File: src/rtl/dvfs_hill_climber.sv
module dvfs_hill_climber #(
  parameter int LEVELS = 9,
  parameter int EDP_W  = 16,
  localparam int LVL_W = $clog2(LEVELS)
) (
  input  logic             clk,
  input  logic             rst_n,
  input  logic             epoch_end,
  input  logic [EDP_W-1:0] edp_in,
  input  logic [EDP_W-1:0] dead_band,
  output logic [LVL_W-1:0] level,
  output logic             level_chg,
  output logic             dir_up
);

  localparam logic [LVL_W-1:0] TOP = LVL_W'(LEVELS - 1);

  logic [EDP_W-1:0] prev_edp;
  logic             prev_ok;

  wire              better = edp_in < prev_edp;
  wire [EDP_W-1:0]  delta  = better ? prev_edp - edp_in : edp_in - prev_edp;
  wire              hold   = prev_ok && (delta < dead_band);
  wire              want_up = !prev_ok ? dir_up : (better ? dir_up : !dir_up);
  wire              at_top = level == TOP;
  wire              at_bot = level == '0;

  logic [LVL_W-1:0] nxt_level;
  logic             nxt_dir;

  always_comb begin
    nxt_level = level;
    nxt_dir   = dir_up;
    if (epoch_end && !hold) begin
      if (want_up) begin
        if (at_top) nxt_dir = 1'b0;
        else begin nxt_level = level + 1'b1; nxt_dir = 1'b1; end
      end else begin
        if (at_bot) nxt_dir = 1'b1;
        else begin nxt_level = level - 1'b1; nxt_dir = 1'b0; end
      end
    end
  end

  always_ff @(posedge clk or negedge rst_n) begin
    if (!rst_n) begin
      level     <= TOP;
      dir_up    <= 1'b0;
      level_chg <= 1'b0;
      prev_edp  <= '0;
      prev_ok   <= 1'b0;
    end else begin
      level     <= nxt_level;
      dir_up    <= nxt_dir;
      level_chg <= nxt_level != level;
      if (epoch_end) begin
        prev_edp <= edp_in;
        prev_ok  <= 1'b1;
      end
    end
  end

  a_r2_in_range: assert property (@(posedge clk) disable iff (!rst_n)
    level <= TOP);

  a_r2_quiet_between_epochs: assert property (@(posedge clk) disable iff (!rst_n)
    !epoch_end |=> $stable(level));

  a_r7_single_step: assert property (@(posedge clk) disable iff (!rst_n)
    !$stable(level) |-> (level == $past(level) + 1'b1) || (level + 1'b1 == $past(level)));

  a_r9_strobe_on_change: assert property (@(posedge clk) disable iff (!rst_n)
    !$stable(level) |-> level_chg);

  a_r9_no_strobe_when_same: assert property (@(posedge clk) disable iff (!rst_n)
    $stable(level) |-> !level_chg);

endmodule

File: config.mk
export PLATFORM = sky130hd
export DESIGN_NAME = dvfs_hill_climber
export DESIGN_NICKNAME = d
export VERILOG_FILES = /design/src/rtl/dvfs_hill_climber.sv
export SDC_FILE = /design/constraint.sdc
export NUM_CORES = 1
export LEC_CHECK = 0
export BUFFER_PORTS_ARGS = -buffer_cell sky130_fd_sc_hd__buf_4
export CAP_MARGIN = 20
export CORE_ASPECT_RATIO = 0.8
export CORE_UTILIZATION = 45
export CTS_BUF_LIST = sky130_fd_sc_hd__clkbuf_4 sky130_fd_sc_hd__clkbuf_8
export DETAILED_ROUTE_END_ITERATION = 12
export MAX_ROUTING_LAYER = met4
export PLACE_DENSITY = 0.68
export SLEW_MARGIN = 20
export SYNTH_ARGS = -nofsm -noshare
export SYNTH_HDL_FRONTEND = slang
export SYNTH_SLANG_ARGS = --single-unit
File: constraint.sdc
create_clock -name clk -period 6.8 [get_ports clk]
set_input_delay 0.68 -clock clk [delete_from_list [all_inputs] [get_ports clk]]
set_output_delay 0.68 -clock clk [all_outputs]
set_load 0.01 [all_outputs]
==> run_results.csv, run 1 <==
group,metric,value,unit
worst_setup_path,cpMostUsedCell,"inv_1",
detailed_routing,drt_wl_total,7310,µm
global_routing,grt_overflow,0,
worst_setup_path,critical_path.endpoint,"level[2]",
detailed_routing,drt_iter0_markers,155,
place,place_congestion,0.858,
yosys,async_flop_share,1.00,
worst_setup_path,reg2reg_to,"level[2]",
yosys,synthFlopType,"dfrtp_1",
worst_setup_path,r2r_start,"prev_edp[0]",
clocking,cts_buffers,3,
worst_setup_path,arrival,5.71,ns
clocking,cts-resized-gates,0,
power_and_ir_drop,pwr-share-comb,0.619,
timing,hold_violations,0,
cells_and_area,syn_to_final_growth,11.1,%
clocking,cts_htree_levels,1,
timing,tns,0,ns
timing,hold_slack,0.299,ns
floorplan,row_count,26,
power_and_ir_drop,ir_drop,0.110,mV
global_routing,grt_usage,0.221,
clocking,cts_setup_buffers,0,
job,drv_cap,0,
yosys,synth_nets,484,
detailed_routing,first_pass_iters,4,
run_status,status,"finished, final reports clean",
yosys,synth_top_family_by_area,"compound AO/OA/AOI/OAI gates",
timing,setup_viol,0,
timing,maxSlewViolCount,0,
power_and_ir_drop,switching_power,359,µW
yosys,synth-compound-area-share,0.293,
floorplan,die_width,95.1,µm
yosys,synth-xor-area-share,0.0477,
floorplan,start_util,0.478,
worst_setup_path,cp_num_buf_inv,4,
cells_and_area,diodes,0,
clocking,ctsRootBufferMaster,"clkbuf_8",
floorplan,io_pins,41,
clocking,cts_tree,"built",
worst_setup_path,cpPeakStageDelay,0.55,ns
cells_and_area,multi_input_area,2220,µm²
worst_setup_path,r2r_cells,18,
power_and_ir_drop,p_int,431,µW
clocking,clockBufferDepth,2,
cells_and_area,drive_above_1_share,0.150,
detailed_routing,wl_per_cell,14.5,µm
timing,period_share,0.817,
detailed_routing,ant_nets,0,
worst_setup_path,r2r_slack,1.45,ns
yosys,synth_area,3120,µm²
floorplan,die_h,76.5,µm
floorplan,die_area,7280,µm²
power_and_ir_drop,clockPowerShare,0.122,
place,dp_hpwl,5820,µm
yosys,synthDistinctLibCells,64,
worst_setup_path,criticalPathCategory,"in2reg",
worst_setup_path,worstPathRequired,6.95,ns
timing,max-slew-margin-rel,0.489,
worst_setup_path,path_cells,"buf_4, inv_1, ha_1, inv_1, fa_1, a211oi_2, o21bai_2, o311ai_2, nand2_1, a211o_1, a22oi_1, xnor2_1, ha_1, a211o_1, o211ai_1, o2111ai_1, a221o_1, inv_1, a211oi_1, or4_1",
power_and_ir_drop,p_leak,0.00178,µW
detailed_routing,route.detailed.drc,0,
worst_setup_path,cp_top_family,"compound AO/OA/AOI/OAI gates",
worst_setup_path,path_max_fanout,21,
yosys,avgSynthCellArea,7.83,µm²
clocking,hold_buffers,0,
worst_setup_path,cp_num_cells,20,
global_routing,antenna_found_initial,0,
timing,fin_skew,0.00443,ns
timing,tightest_slew,0.765,ns
worst_setup_path,endpoint_kind,"register",
worst_setup_path,critPathLaunchType,"input port",
worst_setup_path,crit_slowest_cell,"nand2_1",
clocking,clk_pin_slew,0.09,ns
detailed_routing,via_per_inst,5.59,
place,port_buffers,40,
timing,fmax,180,MHz
yosys,synthMuxAreaShare,0.0228,
cells_and_area,layout.nets,507,
clocking,cts_num_sinks,23,
timing,fin_crit,5.56,ns
worst_setup_path,crit_start,"edp_in[0]",
yosys,yosysWarnings,0,
power_and_ir_drop,swShare,0.454,
yosys,ys_seq_elements,23,
cells_and_area,regArea,577,µm²
clocking,clk_latency,0.27,ns
power_and_ir_drop,p_per_area,228,nW/µm²
global_routing,grt_max_degree,36,
global_routing,grt_pass1_wl,12600,µm
timing,rsz0062_at_grt,"false",
global_routing,grt_pass1_vias,2652,
yosys,synthCells,399,
detailed_routing,via_count,2822,
yosys,synth_edf_count,0,
yosys,synth_fa_ha_area_frac,0.205,
power_and_ir_drop,seqPwrFrac,0.258,
floorplan,coreArea,6540,µm²
hold_path,hold_path.class,"in2async",
yosys,ys_seq_area_frac,0.185,
yosys,synth-simple-area-share,0.141,
cells_and_area,nFillCells,650,
## registers in the layout, summed over array words and instances (netlist names)
name,flops
prev_edp,16
dir_up,1
prev_ok,1
level,4
level_chg,1
## worst min path at each step
stage,start,to,cells past startpoint
finish,rst_n,prev_edp[4],1
global route,rst_n,prev_edp[5],1
detailed placement,prev_edp[15],prev_edp[15],2
global placement,prev_edp[15],prev_edp[15],2
CTS,rst_n,prev_edp[4],1
floorplan,rst_n,dir_up,0
## power groups by stage
| stage | Sequential [µW] | Combinational (µW) | Clock (µW) |
|---|---|---|---|
| after floorplan | 200 | 371 | 0 |
| after global placement | 206 | 481 | 0 |
| after detailed placement | 206 | 486 | 0 |
| after CTS | 203 | 489 | 101 |
| after global routing | 208 | 557 | 106 |
| final | 204 | 489 | 96.6 |
## final cells by class
type | instances | share of cell area
Multi-Input combinational cell | 295 | 0.639
Sequential cell | 23 | 0.166
Timing Repair Buffer | 40 | 0.0865
Inverter | 59 | 0.0638
Tap cell | 84 | 0.0303
Clock buffer | 4 | 0.0141
## routing by layer
layer  GRT usage  share of wire  routed length, µm  vias to the layer above
li1            -              -                  -                     1438
met1       0.318           0.51               3720                     1316
met2       0.338           0.44               3250                       66
met3      0.0299          0.043                316                        2
met4      0.0182         0.0029                 21                        0
met5           -              0                  0                        -
## placed cells by master, fill, tap and decap left out, drive strengths merged, types with 3 or more instances in the layout
cell type / count
mux2i: 6
nand3: 10
nand2: 38
o2111ai: 3
a21oi: 39
ha: 48
xor2: 6
a211o: 3
clkbuf: 4
nand4: 4
a21o: 18
and3: 3
o21bai: 3
a21boi: 4
o211ai: 7
nand2b: 3
nor2: 10
xnor2: 11
nor2b: 5
nor3: 5
buf: 40
o21ai: 27
inv: 59
a31oi: 3
dfrtp: 22
## logic make-up after synthesis
family,count (synthesis)
AOI/OAI and AO/OA,132
and+or+nand+nor,89
buffers and inverters,81
adders and majority gates,50
DFF,23
xor gates and xnor gates,17
muxes,7
## synthesized netlist by cell type, types with 2 or more instances
cell | n | share of area
ha_1 | 48 | 0.19
a21oi_1 | 36 | 0.058
nor3_1 | 4 | 0.0064
fa_1 | 2 | 0.013
a21boi_0 | 4 | 0.0096
o21ai_0 | 25 | 0.040
o2111ai_1 | 3 | 0.0084
clkbuf_1 | 12 | 0.014
buf_6 | 2 | 0.0072
xor2_1 | 6 | 0.017
a211o_1 | 3 | 0.0084
nand2b_1 | 3 | 0.0060
nor2b_1 | 5 | 0.010
o31ai_1 | 2 | 0.0048
buf_2 | 8 | 0.013
and4_1 | 2 | 0.0056
a21o_1 | 18 | 0.043
nor2_1 | 10 | 0.012
o21bai_1 | 2 | 0.0048
nor4_1 | 2 | 0.0040
mux2i_1 | 6 | 0.019
nand2_1 | 38 | 0.046
xnor2_1 | 11 | 0.031
and3_1 | 3 | 0.0060
a32oi_1 | 2 | 0.0056
inv_1 | 59 | 0.071
nand4_1 | 4 | 0.0080
a31o_2 | 2 | 0.0056
a21oi_2 | 3 | 0.0084
or4_1 | 2 | 0.0048
a31oi_1 | 3 | 0.0060
o211ai_1 | 7 | 0.017
o21a_1 | 2 | 0.0048
dfrtp_1 | 22 | 0.18
nand3_1 | 9 | 0.014
## stage by stage
step | cells | util | power [µW] | cell area [µm²] | setup WS, ns
after floorplan | 399 | - | 570 | 3120 | 1.91
after global placement | 501 | 0.523 | 687 | 3420 | 1.20
after detailed placement | 501 | 0.523 | 692 | 3420 | 0.961
after CTS | 505 | 0.531 | 793 | 3470 | 1.23
after global routing | 505 | 0.531 | 871 | 3470 | 0.851
final | 505 | 0.531 | 790 | 3470 | 1.24
## worst reg2reg max path: stages (launching register included)
cell       delay, ns
dfrtp_1         0.36
ha_1            0.16
inv_1           0.05
fa_1            0.42
a211oi_2        0.23
o21bai_2        0.16
o311ai_2        0.41
nand2_1         0.56
a211o_1         0.46
a22oi_1         0.22
xnor2_1         0.17
ha_1            0.28
a211o_1         0.30
o211ai_1        0.10
o2111ai_1       0.15
a221o_1         0.49
inv_1           0.15
a211oi_1        0.05
or4_1           0.51
Power figures use the tool's default switching activity.
==> inputs of run 2 (changes only) <==
--- a/config.mk
+++ b/config.mk
@@ -12,7 +12,7 @@
 export CTS_BUF_LIST = sky130_fd_sc_hd__clkbuf_4 sky130_fd_sc_hd__clkbuf_8
 export DETAILED_ROUTE_END_ITERATION = 12
 export MAX_ROUTING_LAYER = met4
-export PLACE_DENSITY = 0.68
+export PLACE_DENSITY = 0.7
 export SLEW_MARGIN = 20
 export SYNTH_ARGS = -nofsm -noshare
 export SYNTH_HDL_FRONTEND = slang
==> constraint.sdc (replaced) <==
create_clock -name clk -period 4.5 [get_ports clk]
set_input_delay 0.45 -clock clk [delete_from_list [all_inputs] [get_ports clk]]
set_output_delay 0.45 -clock clk [all_outputs]
set_load 0.01 [all_outputs]
==> run_results.csv, run 2 (synthesized netlist as in run 1, its figures left out) <==
group,metric,value,unit
worst_setup_path,critPathLaunchType,"register",
job,drv_cap,0,
timing,maxSlewViolCount,0,
detailed_routing,via_count,2941,
hold_path,hold_path.class,"in2async",
global_routing,grt_overflow,0,
detailed_routing,first_pass_iters,4,
clocking,clk_latency,0.29,ns
global_routing,antenna_found_initial,0,
timing,max-slew-margin-rel,0.747,
place,pre_cts_slack,-0.224,ns
cells_and_area,final_area,3800,µm²
floorplan,die_width,95.1,µm
run_status,status,"finished, final reports clean",
cells_and_area,final_common_cell,"buf_4",
global_routing,grt_pass1_wl,12700,µm
cells_and_area,largest_register_ff_count,16,
timing,fin_crit,4.38,ns
cells_and_area,utilization,0.581,
cells_and_area,top_regs,"prev_edp: 16 flops, level: 4 flops",
place,dp_hpwl,6320,µm
timing,fin_skew,0.00823,ns
timing,tns,0,ns
timing,hold_violations,0,
place,port_buffers,40,
timing,tightest_slew,0.380,ns
cells_and_area,drive_above_1_share,0.253,
power_and_ir_drop,p_leak,0.00195,µW
power_and_ir_drop,power.total,1290,µW
worst_setup_path,path_max_fanout,4,
global_routing,grt_usage,0.225,
cells_and_area,layout.nets,541,
detailed_routing,drt_iter0_markers,149,
timing,rsz0062_at_grt,"true",
worst_setup_path,arrival,4.54,ns
timing,period_share,0.972,
power_and_ir_drop,ir_drop,0.122,mV
floorplan,row_count,26,
clocking,cts_buffers,3,
detailed_routing,ant_nets,0,
place,place_congestion,0.964,
timing,setup_viol,0,
detailed_routing,drt_wl_total,7900,µm
power_and_ir_drop,p_per_area,339,nW/µm²
worst_setup_path,criticalPathCategory,"reg2reg",
clocking,cts_tree,"built",
clocking,ctsRootBufferMaster,"clkbuf_8",
floorplan,start_util,0.478,
clocking,cts_num_sinks,23,
worst_setup_path,worstPathRequired,4.66,ns
cells_and_area,mostFrequentLayoutCells,"buf_4, inv_1, ha_1, nand2_1, a21oi_1",
detailed_routing,route.detailed.drc,0,
cells_and_area,diodes,0,
timing,finalWorstSetupSlack,0.125,ns
floorplan,die_h,76.5,µm
floorplan,die_area,7280,µm²
cells_and_area,syn_to_final_growth,21.7,%
clocking,clockBufferDepth,2,
worst_setup_path,endpoint_kind,"register",
clocking,cts_htree_levels,1,
cells_and_area,top_register,"prev_edp",
floorplan,io_pins,41,
clocking,clk_pin_slew,0.10,ns
floorplan,coreArea,6540,µm²
global_routing,grt_pass1_vias,2719,
cells_and_area,regArea,577,µm²
timing,fmax,229,MHz
detailed_routing,wl_per_cell,14.7,µm
cells_and_area,multi_input_area,2290,µm²
cells_and_area,nFillCells,599,
detailed_routing,via_per_inst,5.46,
global_routing,grt_max_degree,36,
place,place_area,3660,µm²
run 2: changes by cell type in the layout (fill, tap and decap cells not counted), sizes merged:
cell	delta
buf	+34
clkinv	+1
clkbuf	-1
run 2: critical path, cell delays in order (launching register included):
cell	delay, ns
dfrtp_1	0.37
ha_2	0.19
inv_2	0.04
fa_2	0.34
a211oi_2	0.20
o21bai_2	0.13
o311ai_2	0.33
nand2_2	0.11
buf_4	0.16
buf_4	0.14
a211o_1	0.27
o22ai_2	0.11
xnor2_1	0.09
ha_1	0.19
a211o_1	0.27
o211ai_1	0.09
o2111ai_1	0.14
a221o_1	0.43
inv_2	0.08
a211oi_1	0.04
or4_1	0.54
run 2: timing repair:
action,CTS,global route
setup endpoints to repair,0,5
hold endpoints to repair,0,0
hold buffers,0,0
buffers inserted,0,4
gates resized for setup,0,16
run 2: layout make-up:
type,count,area share
Inverter,59,0.0583
Tap cell,84,0.0277
Multi-Input combinational cell,295,0.604
Clock buffer,3,0.0109
Clock inverter,1,0.00132
Timing Repair Buffer,74,0.146
Sequential cell,23,0.152
run 2: power by group:
| part | internal (µW) | switching [µW] | total (µW) | leakage [µW] |
|---|---|---|---|---|
| sequential | 248 | 57.9 | 306 | 0.000272 |
| combinational | 400 | 436 | 836 | 0.00166 |
| clock | 62.4 | 84.2 | 147 | 0.0000255 |
run 2: final timing paths:
check                             start            to  slack [ns]  depth (start not counted)
setup reg to reg            prev_edp[0]      level[2]        0.12                         20
max in group asynchronous         rst_n      level[3]        4.16                          1
setup / recovery            prev_edp[0]      level[2]        0.12                         20
hold / removal                    rst_n   prev_edp[1]        0.05                          1
hold reg to reg            prev_edp[15]  prev_edp[15]        0.56                          2
min in group clk              edp_in[4]   prev_edp[4]        0.38                          3
run 2: through the flow:
step | cells | hold slack, ns
4_1_cts | 535 | 0.0613
2_1_floorplan | 399 | 0.154
3_3_place_gp | 531 | 0.379
5_1_grt | 539 | 0.0656
3_5_place_dp | 531 | 0.385
6_report | 539 | 0.0490
run 2: routing by layer:
layer | share of wire | vias up | routed length [µm] | GRT usage
met4 | 0.012 | 0 | 97 | 0.0455
met1 | 0.50 | 1342 | 3920 | 0.313
li1 | - | 1508 | - | -
met5 | 0 | - | 0 | -
met2 | 0.45 | 80 | 3530 | 0.346
met3 | 0.044 | 11 | 349 | 0.0289
